--- src/rtl/hgm_pkg.sv ---
// Shared constants and types for the hashed page table group matcher.
// Assumes a fixed two-doubleword entry; bit positions follow the table format.
package hgm_pkg;
    parameter int DW        = 64;  // doubleword width
    parameter int SLOTS     = 8;   // entries per group
    parameter int IDXW      = $clog2(SLOTS);
    parameter int KEY_LSB   = 7;   // lowest key bit of the first doubleword
    parameter int VALID_BIT = 0;
    parameter int SEC_BIT   = 1;

    localparam logic [DW-1:0] KEY_MASK = {{(DW-KEY_LSB){1'b1}}, {KEY_LSB{1'b0}}};

    typedef struct packed {
        logic [DW-1:0] first;
        logic [DW-1:0] second;
    } hgm_entry_t;
endpackage

--- src/rtl/hgm_entry_store.sv ---
// Register array holding one group of entries.
// One write port, one combinational read port; reset empties every slot.
module hgm_entry_store
    import hgm_pkg::*;
(
    input  logic             clk,
    input  logic             rst_n,
    input  logic             wr_en,
    input  logic [IDXW-1:0]  wr_idx,
    input  hgm_entry_t       wr_data,
    input  logic [IDXW-1:0]  rd_idx,
    output hgm_entry_t       rd_data
);
    hgm_entry_t mem [SLOTS];

    // One register row per slot, written when addressed.
    for (genvar g = 0; g < SLOTS; g++) begin : g_row
        always_ff @(posedge clk) begin
            if (!rst_n)
                mem[g] <= '0;
            else if (wr_en && wr_idx == IDXW'(g))
                mem[g] <= wr_data;
        end
    end

    // Read mux for the slot under scan.
    assign rd_data = mem[rd_idx];
endmodule

--- src/rtl/hgm_slot_compare.sv ---
// Qualifies one entry against the target.
// Match needs the valid flag, the right hash flag and equal key bits.
module hgm_slot_compare
    import hgm_pkg::*;
(
    input  logic [DW-1:0] entry_first,
    input  logic [DW-1:0] tgt_first,
    input  logic          sel_secondary,
    output logic          match
);
    logic [DW-1:0] diff;

    // Key difference with the flag bits masked away.
    always_comb begin
        diff  = (entry_first ^ tgt_first) & KEY_MASK;
        match = entry_first[VALID_BIT]
              && (entry_first[SEC_BIT] == sel_secondary)
              && (diff == '0);
    end
endmodule

--- src/rtl/hgm_scan_ctrl.sv ---
// Scan sequencer: captures the target on start, steps one slot per clock,
// stops at the first match or after the last slot, and pulses the result.
// Assumes the group is not written while a scan is running.
module hgm_scan_ctrl
    import hgm_pkg::*;
(
    input  logic             clk,
    input  logic             rst_n,
    input  logic             start,
    input  logic [DW-1:0]    target,
    input  logic             sec_sel,
    input  logic             match,
    input  logic [DW-1:0]    cur_second,
    output logic [IDXW-1:0]  cur_idx,
    output logic [DW-1:0]    tgt_q,
    output logic             sel_q,
    output logic             done,
    output logic             hit,
    output logic [IDXW-1:0]  slot,
    output logic [DW-1:0]    hit_second
);
    localparam logic [IDXW-1:0] LAST = IDXW'(SLOTS - 1);

    logic busy;

    // Sequencer state and registered result outputs.
    always_ff @(posedge clk) begin
        if (!rst_n) begin
            busy       <= 1'b0;
            cur_idx    <= '0;
            tgt_q      <= '0;
            sel_q      <= 1'b0;
            done       <= 1'b0;
            hit        <= 1'b0;
            slot       <= '0;
            hit_second <= '0;
        end else begin
            done       <= 1'b0;
            hit        <= 1'b0;
            slot       <= '0;
            hit_second <= '0;
            if (busy) begin
                if (match) begin
                    busy       <= 1'b0;
                    done       <= 1'b1;
                    hit        <= 1'b1;
                    slot       <= cur_idx;
                    hit_second <= cur_second;
                end else if (cur_idx == LAST) begin
                    busy <= 1'b0;
                    done <= 1'b1;
                end else begin
                    cur_idx <= cur_idx + 1'b1;
                end
            end else if (start) begin
                busy    <= 1'b1;
                cur_idx <= '0;
                tgt_q   <= target;
                sel_q   <= sec_sel;
            end
        end
    end
endmodule

--- src/rtl/hpte_group_matcher.sv ---
// Top: searches a group of eight hashed page table entries for a
// translation, one slot per clock, reporting the first qualified match.
module hpte_group_matcher
    import hgm_pkg::*;
(
    input  logic             clk,
    input  logic             rst_n,
    input  logic             wr_en,
    input  logic [IDXW-1:0]  wr_idx,
    input  logic [DW-1:0]    wr_first,
    input  logic [DW-1:0]    wr_second,
    input  logic             start,
    input  logic [DW-1:0]    target,
    input  logic             sec_sel,
    output logic             done,
    output logic             hit,
    output logic [IDXW-1:0]  slot,
    output logic [DW-1:0]    hit_second
);
    hgm_entry_t       wr_data;
    hgm_entry_t       rd_data;
    logic [IDXW-1:0]  cur_idx;
    logic [DW-1:0]    tgt_q;
    logic             sel_q;
    logic             match;

    assign wr_data = '{first: wr_first, second: wr_second};

    hgm_entry_store u_store (
        .clk     (clk),
        .rst_n   (rst_n),
        .wr_en   (wr_en),
        .wr_idx  (wr_idx),
        .wr_data (wr_data),
        .rd_idx  (cur_idx),
        .rd_data (rd_data)
    );

    hgm_slot_compare u_cmp (
        .entry_first   (rd_data.first),
        .tgt_first     (tgt_q),
        .sel_secondary (sel_q),
        .match         (match)
    );

    hgm_scan_ctrl u_ctrl (
        .clk        (clk),
        .rst_n      (rst_n),
        .start      (start),
        .target     (target),
        .sec_sel    (sec_sel),
        .match      (match),
        .cur_second (rd_data.second),
        .cur_idx    (cur_idx),
        .tgt_q      (tgt_q),
        .sel_q      (sel_q),
        .done       (done),
        .hit        (hit),
        .slot       (slot),
        .hit_second (hit_second)
    );
endmodule

--- config.mk ---
export PLATFORM = sky130hd
export DESIGN_NAME = hpte_group_matcher
export DESIGN_NICKNAME = d
export VERILOG_FILES = /design/src/rtl/hgm_pkg.sv /design/src/rtl/hgm_entry_store.sv /design/src/rtl/hgm_slot_compare.sv /design/src/rtl/hgm_scan_ctrl.sv /design/src/rtl/hpte_group_matcher.sv
export SDC_FILE = /design/constraint.sdc
export NUM_CORES = 1
export LEC_CHECK = 0
export BUFFER_PORTS_ARGS = -buffer_cell sky130_fd_sc_hd__buf_2
export CAP_MARGIN = 20
export CORE_MARGIN = 5
export CORE_UTILIZATION = 55
export CTS_CLUSTER_DIAMETER = 200
export DETAILED_ROUTE_END_ITERATION = 10
export PLACE_DENSITY = 0.76
export SYNTH_ARGS = -nofsm -noshare
export SYNTH_HDL_FRONTEND = slang
export SYNTH_SLANG_ARGS = --single-unit
--- constraint.sdc ---
create_clock -name clk -period 11.9 [get_ports clk]
set_input_delay 1.785 -clock clk [delete_from_list [all_inputs] [get_ports clk]]
set_output_delay 1.785 -clock clk [all_outputs]
set_load 0.01 [all_outputs]
==> PnR_summary.wiki, run 1 <==
{| class="wikitable"
! Metric !! Value
|-
| Layout net count || 3537
|-
| Worst Clk Skew || 27.1 ps
|-
| Initial antenna violation count || 29
|-
| Cell row count || 108
|-
| Worst slack at placement || 6640 ps
|-
| Critical path class || register to register
|-
| Remaining routing DRC violations || 0
|-
| Cts bufs inserted || 112
|-
| Clock network fraction of design power || 40.1%
|-
| Delay of the slowest cell on the worst path || 700 ps
|-
| Share of the yosys chip area belonging to registers || 66.8%
|-
| Core area || 0.0869 mm2
|-
| Power consumption || 8.69 mW
|-
| RSZ-0062 raised after global routing || no
|-
| Clock sink count || 1118
|-
| Tmin final || 5320 ps
|-
| Worst slew slack as a fraction of its limit || 22.5%
|-
| Wire length per cell || 26.2 um
|-
| Clock Tree Buf Depth || 3
|-
| Post-synth EDFFs || 984
|-
| Slowest CP cell || sky130_fd_sc_hd__nor4_1
|-
| Setup fix buffers added after clock tree synthesis || 0
|-
| Critical R2R Capture || u_ctrl.hit_second[55]
|-
| CP dominant cell by count || sky130_fd_sc_hd__buf_4
|-
| Root Buffer Master || sky130_fd_sc_hd__clkbuf_16
|-
| Remaining number of nets flagged by the antenna check after routing || 0
|-
| Count of synthesis-stage warnings from yosys || 0
|-
| Leak Pwr || 19.1 nW
|-
| Final weighted congestion in routability-driven placement || 0.769
|-
| All-Layer GR Usage || 25.6%
|-
| Internal power of the cells || 6.79 mW
|-
| Ys flop type || sky130_fd_sc_hd__edfxtp_1
|-
| TritonCTS clock tree || yes
|-
| Fraction of power consumed by sequential logic || 52.8%
|-
| Cell area after synthesis || 0.0483 mm2
|-
| Maximum fanout count along the critical path || 68
|-
| P per Cell Area || 160 mW/mm2
|-
| Cell type with the highest aggregate area in the netlist || sky130_fd_sc_hd__edfxtp_1
|-
| Area delta synth->final || 12.7%
|-
| Class of the most critical hold timing path || register to register
|-
| Wire length of the first global-routing pass || 180000 um
|-
| Max-cap violation count || 0
|-
| Final wirelength || 121000 um
|-
| Number of filler cells placed in the layout || 6176
|-
| Via count of the first global-routing pass || 28800
|-
| Final setup violation count || 0
|-
| Part of the total power dissipated in combinational logic || 7.0%
|-
| Boundary pin count || 269
|-
| Synth area leaders || sky130_fd_sc_hd__edfxtp_1 (61%), sky130_fd_sc_hd__and2_1 (13%), sky130_fd_sc_hd__mux4_2 (10%)
|-
| First-pass iteration count of the detailed router || 5
|-
| Worst-Margin Slew || 1160 ps
|-
| Switching power total || 1.90 mW
|-
| Port Buffers || 256
|-
| Count of endpoints failing hold in the final timing report || 0
|-
| Placed Instance Area || 0.0507 mm2
|-
| Number of standard cells after synthesis || 3117
|-
| Mean number of vias per cell || 5.88
|-
| Data arrival time at the worst-slack endpoint || 5900 ps
|-
| Worst hold slack || 480 ps
|-
| Highest clock rate || 0.188 GHz
|-
| Die Ht || 306 um
|-
| Req. time, crit path || 12480 ps
|-
| Period utilization || 44.7%
|-
| Fin Setup TNS || 0 ps
|-
| Startpoint of the most critical hold path || u_ctrl.tgt_q[27]
|-
| Worst Setup End Kind || register
|-
| Detailed router's first-iteration violation count || 2658
|-
| Initial core utilization || 55.6%
|-
| Share of the synthesized area in the top cell type || 61.2%
|-
| CTS clk-pin slew, worst paths || 60 ps
|-
| Post_cts resized || 0
|-
| Cells traversed along the worst timing path || buf_4 > buf_4 > mux4_2 > mux2i_1 > xnor2_1 > nor4_1 > nand4b_1 > nor4b_4 > nand4_4 > buf_4 > nor2_1
|-
| Synth unique cells || 47
|-
| Smallest setup slack after layout || 6580 ps
|-
| Routed via count || 27100
|-
| Setup crit start kind || register
|-
| Synth async-reset ratio || 0%
|-
| # H-tree levels || 3
|-
| Number of slew-limit violations in the final report || 0
|-
| Layout cells sized above 1 || 20.7%
|-
| Total of flip-flops plus latches after synthesis || 1118
|-
| Largest net degree at the start of global routing || 124
|-
| Synthesized net count || 3319
|-
| Result of the run || finished, final reports clean
|-
| List of most frequent post-synthesis cells || sky130_fd_sc_hd__and2_1 (986), sky130_fd_sc_hd__edfxtp_1 (984), sky130_fd_sc_hd__mux4_2 (216)
|-
| Worst skew pair latency || 690 ps
|-
| Register-to-register path setup slack || 6580 ps
|-
| Die footprint || 0.0938 mm2
|-
| Final cell area excluding filler cells || 0.0544 mm2
|-
| Number of instances on the worst hold path || 2
|-
| Switching Fraction || 21.9%
|-
| Per-instance average area after synthesis || 15.5 um2
|-
| Cts hold-fix bufs || 0
|-
| Worst Hold End || u_ctrl.tgt_q[27]
|-
| Number of cells on the worst reg-to-reg path || 11
|-
| IR Drop Worst-Case VDD || 0.127 mV
|-
| Global route overflow || 0
|-
| HPWL after detailed placement || 63800 um
|-
| Top-count cell post-synth || sky130_fd_sc_hd__and2_1
|-
| Width of the die || 306 um
|}
cells by family (layout without fill, tap and decap cells):
| group | count (synthesis) | in the layout | share of synthesized area, % |
|---|---|---|---|
| adders and majority gates | 2 | 2 | 0.0518 |
| and+or+nand+nor | 1235 | 1235 | 15.0 |
| xor gates and xnor gates | 46 | 46 | 0.834 |
| other | 0 | 26 | 0 |
| buffers and inverters | 211 | 528 | 1.92 |
| AOI/OAI and AO/OA | 116 | 116 | 1.76 |
| muxes | 389 | 389 | 13.7 |
| DFF | 1118 | 1118 | 66.8 |
per-stage QoR:
| step | util (%) | instances |
|---|---|---|
| finish | 62.6 | 4615 |
| global route | 62.6 | 4599 |
| CTS | 62.6 | 4589 |
| detailed placement | 58.4 | 4376 |
| global placement | 58.4 | 4376 |
| floorplan | - | 3117 |
sequential cells by signal, indices dropped and copies added, names as in the netlist, named ones only:
register,count
u_ctrl.sel_q,1
u_ctrl.cur_idx,3
u_ctrl.busy,1
u_store.mem,984
u_ctrl.tgt_q,57
u_ctrl.done,1
u_ctrl.slot,3
u_ctrl.hit_second,64
u_ctrl.hit,1
worst max-delay path by stage:
stage                         start               endpoint  cells after the start
after floorplan           wr_idx[2]      u_store.mem[0][0]                      2
after global placement     register  u_ctrl.hit_second[62]                     11
after global routing       register  u_ctrl.hit_second[55]                     11
final                      register  u_ctrl.hit_second[55]                     11
after CTS                  register  u_ctrl.hit_second[55]                     10
after detailed placement   register  u_ctrl.hit_second[55]                     10
placed cells by master, fill, tap and decap left out, types with 4 or more instances in the layout:
master                      netlist  final
sky130_fd_sc_hd__mux2_2           9      9
sky130_fd_sc_hd__o22ai_1          5      5
sky130_fd_sc_hd__nor4_1           6      6
sky130_fd_sc_hd__nor2_4           0      6
sky130_fd_sc_hd__buf_4            5     52
sky130_fd_sc_hd__clkinv_1         0     38
sky130_fd_sc_hd__nand4_1          6      6
sky130_fd_sc_hd__and2_1         986    986
sky130_fd_sc_hd__a22o_1           5      5
sky130_fd_sc_hd__clkbuf_1       157     25
sky130_fd_sc_hd__a21o_1           4      4
sky130_fd_sc_hd__dfxtp_1        134    131
sky130_fd_sc_hd__a21boi_0        58     58
sky130_fd_sc_hd__a22oi_1         17     17
sky130_fd_sc_hd__a221oi_1         6      6
sky130_fd_sc_hd__nor2_1          76     70
sky130_fd_sc_hd__o21ai_4          0      6
sky130_fd_sc_hd__xor2_1          17     17
sky130_fd_sc_hd__edfxtp_1       984    984
sky130_fd_sc_hd__xnor2_1         29     29
sky130_fd_sc_hd__mux2i_1        164    164
sky130_fd_sc_hd__diode_2          0     26
sky130_fd_sc_hd__nand2b_1         7      6
sky130_fd_sc_hd__inv_1            4      4
sky130_fd_sc_hd__mux4_2         216    216
sky130_fd_sc_hd__clkbuf_16        0    113
sky130_fd_sc_hd__buf_2           22    255
sky130_fd_sc_hd__clkinv_2         0     14
sky130_fd_sc_hd__bufinv_16        0     12
sky130_fd_sc_hd__nand3_1         10     10
sky130_fd_sc_hd__nand2_1        126    126
sky130_fd_sc_hd__nor2b_1          5      4
worst max-delay path, delay by kind of cell (launching register included):
family,cells,cell delay [ps]
mux,2,730
simple gates,5,2030
xor+xnor,1,100
flops,1,640
buf+inv,3,1570
per-layer routing:
| metal | share of wire, % | vias to the layer above | track usage (%) |
|---|---|---|---|
| met2 | 52 | 1156 | 45.1 |
| met3 | 7.4 | 204 | 4.35 |
| met4 | 3.0 | 8 | 8.58 |
| li1 | - | 11800 | - |
| met5 | 0.040 | - | 0 |
| met1 | 38 | 13900 | 32.5 |
power by group through the flow:
stage                     Combinational, mW  Sequential [mW]  Clock [mW]
final                                 0.612             4.59        3.49
after global routing                  0.655             4.60        3.71
after CTS                             0.618             4.59        3.53
after detailed placement              0.615             4.67           0
after global placement                0.605             4.64           0
after floorplan                       0.406             4.69           0
final cells by class:
| type | count | area (um2) | share of cell area [%] |
|---|---|---|---|
| Inverter | 5 | 18.8 | 0.0345 |
| Clock inverter | 72 | 678 | 1.25 |
| Timing Repair Buffer | 310 | 1730 | 3.17 |
| Clock buffer | 141 | 2960 | 5.44 |
| Tap cell | 1155 | 1450 | 2.65 |
| Sequential cell | 1118 | 32200 | 59.2 |
| Multi-Input combinational cell | 1788 | 15300 | 28.1 |
| Antenna cell | 26 | 65.1 | 0.120 |
No activity file was read; power rests on OpenSTA's default activity.
==> inputs of run 2 (changes only) <==
- CORE_UTILIZATION: 55 -> 61
- PLACE_DENSITY: 0.76 -> 0.8
- clock period: 11.9 -> 5.5 ns (I/O delays scaled with it)
==> run 2 against run 1 <==
Worst hold slack got worse by 71 ps. Register-to-register slack got worse by 5800 ps. Die area decreased by 9.5%. Flip-flop and latch count unchanged. Sequential power increased by 120%. Maximum frequency increased by 13%. First-iteration DRC count increased by 11%. Global-route usage increased by 2.5 points. Final area increased by 0.20%. Total power increased by 120%. Critical path depth decreased by 1. Utilization increased by 6.6 points. Largest cell class unchanged.
==> PnR_summary.wiki, run 2 (synthesized netlist as in run 1, its figures left out) <==
{| class="wikitable"
! Metric !! Value
|-
| Area delta synth->final || 13.0% (was 12.7%)
|-
| Core occupancy in the finished layout || 69.3% (was 62.6%)
|-
| Smallest setup slack after layout || 779 ps (was 6580 ps)
|-
| Clock Tree Buf Depth || 3 (unchanged)
|-
| Switching power total || 4.08 mW (was 1.90 mW)
|-
| Largest net degree at the start of global routing || 81 (was 124)
|-
| Post_cts resized || 0 (unchanged)
|-
| Final weighted congestion in routability-driven placement || 0.820 (was 0.769)
|-
| Result of the run || finished, final reports clean (unchanged)
|-
| Initial core utilization || 61.3% (was 55.6%)
|-
| Number of slew-limit violations in the final report || 0 (unchanged)
|-
| Via count of the first global-routing pass || 29300 (was 28800)
|-
| HPWL after detailed placement || 65500 um (was 63800 um)
|-
| Clock network fraction of design power || 40.1% (about the same)
|-
| Highest clock rate || 0.212 GHz (was 0.188 GHz)
|-
| Global route overflow || 0 (unchanged)
|-
| Wire length per cell || 26.6 um (was 26.2 um)
|-
| Biggest register || u_store.mem (unchanged)
|-
| Width of the die || 291 um (was 306 um)
|-
| Req. time, crit path || 6060 ps (was 12480 ps)
|-
| Placed Instance Area || 0.0508 mm2 (was 0.0507 mm2)
|-
| Top library cells by usage in the layout, fill and taps aside || sky130_fd_sc_hd__and2_1 (986), sky130_fd_sc_hd__edfxtp_1 (984), sky130_fd_sc_hd__buf_2 (256) (was sky130_fd_sc_hd__and2_1 (986), sky130_fd_sc_hd__edfxtp_1 (984), sky130_fd_sc_hd__buf_2 (255))
|-
| Max-cap violation count || 0 (unchanged)
|-
| Remaining number of nets flagged by the antenna check after routing || 0 (unchanged)
|-
| Final wirelength || 120000 um (was 121000 um)
|-
| Startpoint of the most critical hold path || target[16] (was u_ctrl.tgt_q[27])
|-
| Port Buffers || 256 (unchanged)
|-
| Die footprint || 0.0849 mm2 (was 0.0938 mm2)
|-
| Switching Fraction || 21.7% (was 21.9%)
|-
| Final cell area excluding filler cells || 0.0545 mm2 (was 0.0544 mm2)
|-
| All-Layer GR Usage || 28.1% (was 25.6%)
|-
| Worst slew slack as a fraction of its limit || 21.3% (was 22.5%)
|-
| Core area || 0.0787 mm2 (was 0.0869 mm2)
|-
| Wire length of the first global-routing pass || 180000 um (about the same)
|-
| Mean number of vias per cell || 6.08 (was 5.88)
|-
| Cts hold-fix bufs || 0 (unchanged)
|-
| Detailed router's first-iteration violation count || 2961 (was 2658)
|-
| Boundary pin count || 269 (unchanged)
|-
| Internal power of the cells || 14.7 mW (was 6.79 mW)
|-
| Fraction of power consumed by sequential logic || 52.8% (about the same)
|-
| Layout net count || 3545 (was 3537)
|-
| Root Buffer Master || sky130_fd_sc_hd__clkbuf_16 (unchanged)
|-
| Final setup violation count || 0 (unchanged)
|-
| Tmin final || 4720 ps (was 5320 ps)
|-
| Initial antenna violation count || 41 (was 29)
|-
| Cts bufs inserted || 110 (was 112)
|-
| Die Ht || 291 um (was 306 um)
|-
| First-pass iteration count of the detailed router || 6 (was 5)
|-
| RSZ-0062 raised after global routing || no (unchanged)
|-
| Clock sink count || 1118 (unchanged)
|-
| Count of endpoints failing hold in the final timing report || 0 (unchanged)
|-
| Class of the most critical hold timing path || primary input to register (was register to register)
|-
| Commonest non-fill, non-tap cell in the layout || sky130_fd_sc_hd__and2_1 (unchanged)
|-
| Cell row count || 103 (was 108)
|-
| TritonCTS clock tree || yes (unchanged)
|-
| Worst slack at placement || 1040 ps (was 6640 ps)
|-
| Setup fix buffers added after clock tree synthesis || 0 (unchanged)
|-
| Worst Setup End Kind || register (unchanged)
|-
| Critical path class || register to register (unchanged)
|-
| Data arrival time at the worst-slack endpoint || 5280 ps (was 5900 ps)
|-
| Layout cells sized above 1 || 21.4% (was 20.7%)
|-
| Routed via count || 27500 (was 27100)
|-
| Number of filler cells placed in the layout || 5033 (was 6176)
|-
| Period utilization || 85.8% (was 44.7%)
|-
| Worst-Margin Slew || 1180 ps (was 1160 ps)
|-
| Leak Pwr || 19.2 nW (was 19.1 nW)
|-
| Worst hold slack || 408 ps (was 480 ps)
|-
| CTS clk-pin slew, worst paths || 60 ps (about the same)
|-
| Setup crit start kind || register (unchanged)
|-
| Worst skew pair latency || 670 ps (was 690 ps)
|-
| # H-tree levels || 3 (unchanged)
|-
| Power consumption || 18.8 mW (was 8.69 mW)
|-
| IR Drop Worst-Case VDD || 0.249 mV (was 0.127 mV)
|-
| P per Cell Area || 345 mW/mm2 (was 160 mW/mm2)
|-
| Max reg flops || 984 (unchanged)
|-
| Part of the total power dissipated in combinational logic || 7.1% (was 7.0%)
|-
| Remaining routing DRC violations || 0 (unchanged)
|-
| Registers with the most flip-flops || u_store.mem x984, u_ctrl.hit_second x64, u_ctrl.tgt_q x57 (unchanged)
|-
| Worst Clk Skew || 34.3 ps (was 27.1 ps)
|-
| Maximum fanout count along the critical path || 68 (unchanged)
|}
[run 2: area by class of cell]
type | instances | area, um2 | share of cell area [%]
Tap cell | 1050 | 1310 | 2.41
Timing Repair Buffer | 320 | 1930 | 3.54
Sequential cell | 1118 | 32200 | 59.1
Inverter | 5 | 18.8 | 0.0344
Clock buffer | 165 | 3220 | 5.91
Clock inverter | 45 | 430 | 0.789
Antenna cell | 35 | 87.6 | 0.161
Multi-Input combinational cell | 1788 | 15300 | 28.0
[run 2: metal layers]
layer / share of wire [%] / track usage, %
met2: 52 / 48.8
met5: 0.12 / 0
met1: 37 / 35.4
met4: 3.5 / 10.6
met3: 8.0 / 5.42
[run 2: critical path, stage by stage (launching register included)]
cell and delay, ps:
sky130_fd_sc_hd__dfxtp_4 720, sky130_fd_sc_hd__buf_12 490, sky130_fd_sc_hd__mux4_2 560, sky130_fd_sc_hd__mux2i_1 230, sky130_fd_sc_hd__xor2_1 350, sky130_fd_sc_hd__nand4_1 170, sky130_fd_sc_hd__nor3_1 590, sky130_fd_sc_hd__nor4b_4 480
sky130_fd_sc_hd__nand4_4 120, sky130_fd_sc_hd__buf_4 440, sky130_fd_sc_hd__nor2_1 320
[run 2: power groups by stage]
stage	Sequential (mW)	Clock, mW	Combinational (mW)
final	9.93	7.55	1.33
after global routing	9.97	7.98	1.43
after CTS	9.93	7.61	1.34
after detailed placement	10.1	0	1.33
after global placement	10.1	0	1.30
after floorplan	10.1	0	0.879
[run 2: worst paths after layout]
| check | slack, ps | endpoint | depth (start not counted) |
|---|---|---|---|
| max | 780 | u_ctrl.hit_second[8] | 10 |
| min | 410 | u_ctrl.tgt_q[16] | 3 |
| max reg2reg | 780 | u_ctrl.hit_second[8] | 10 |
| min reg2reg | 480 | u_ctrl.slot[0] | 2 |
[run 2: through the flow]
stage          cells  setup TNS [ps]
2_1_floorplan   3117        -1328920
3_3_place_gp    4280               0
3_5_place_dp    4281               0
4_1_cts         4491               0
5_1_grt         4509               0
6_report        4526               0
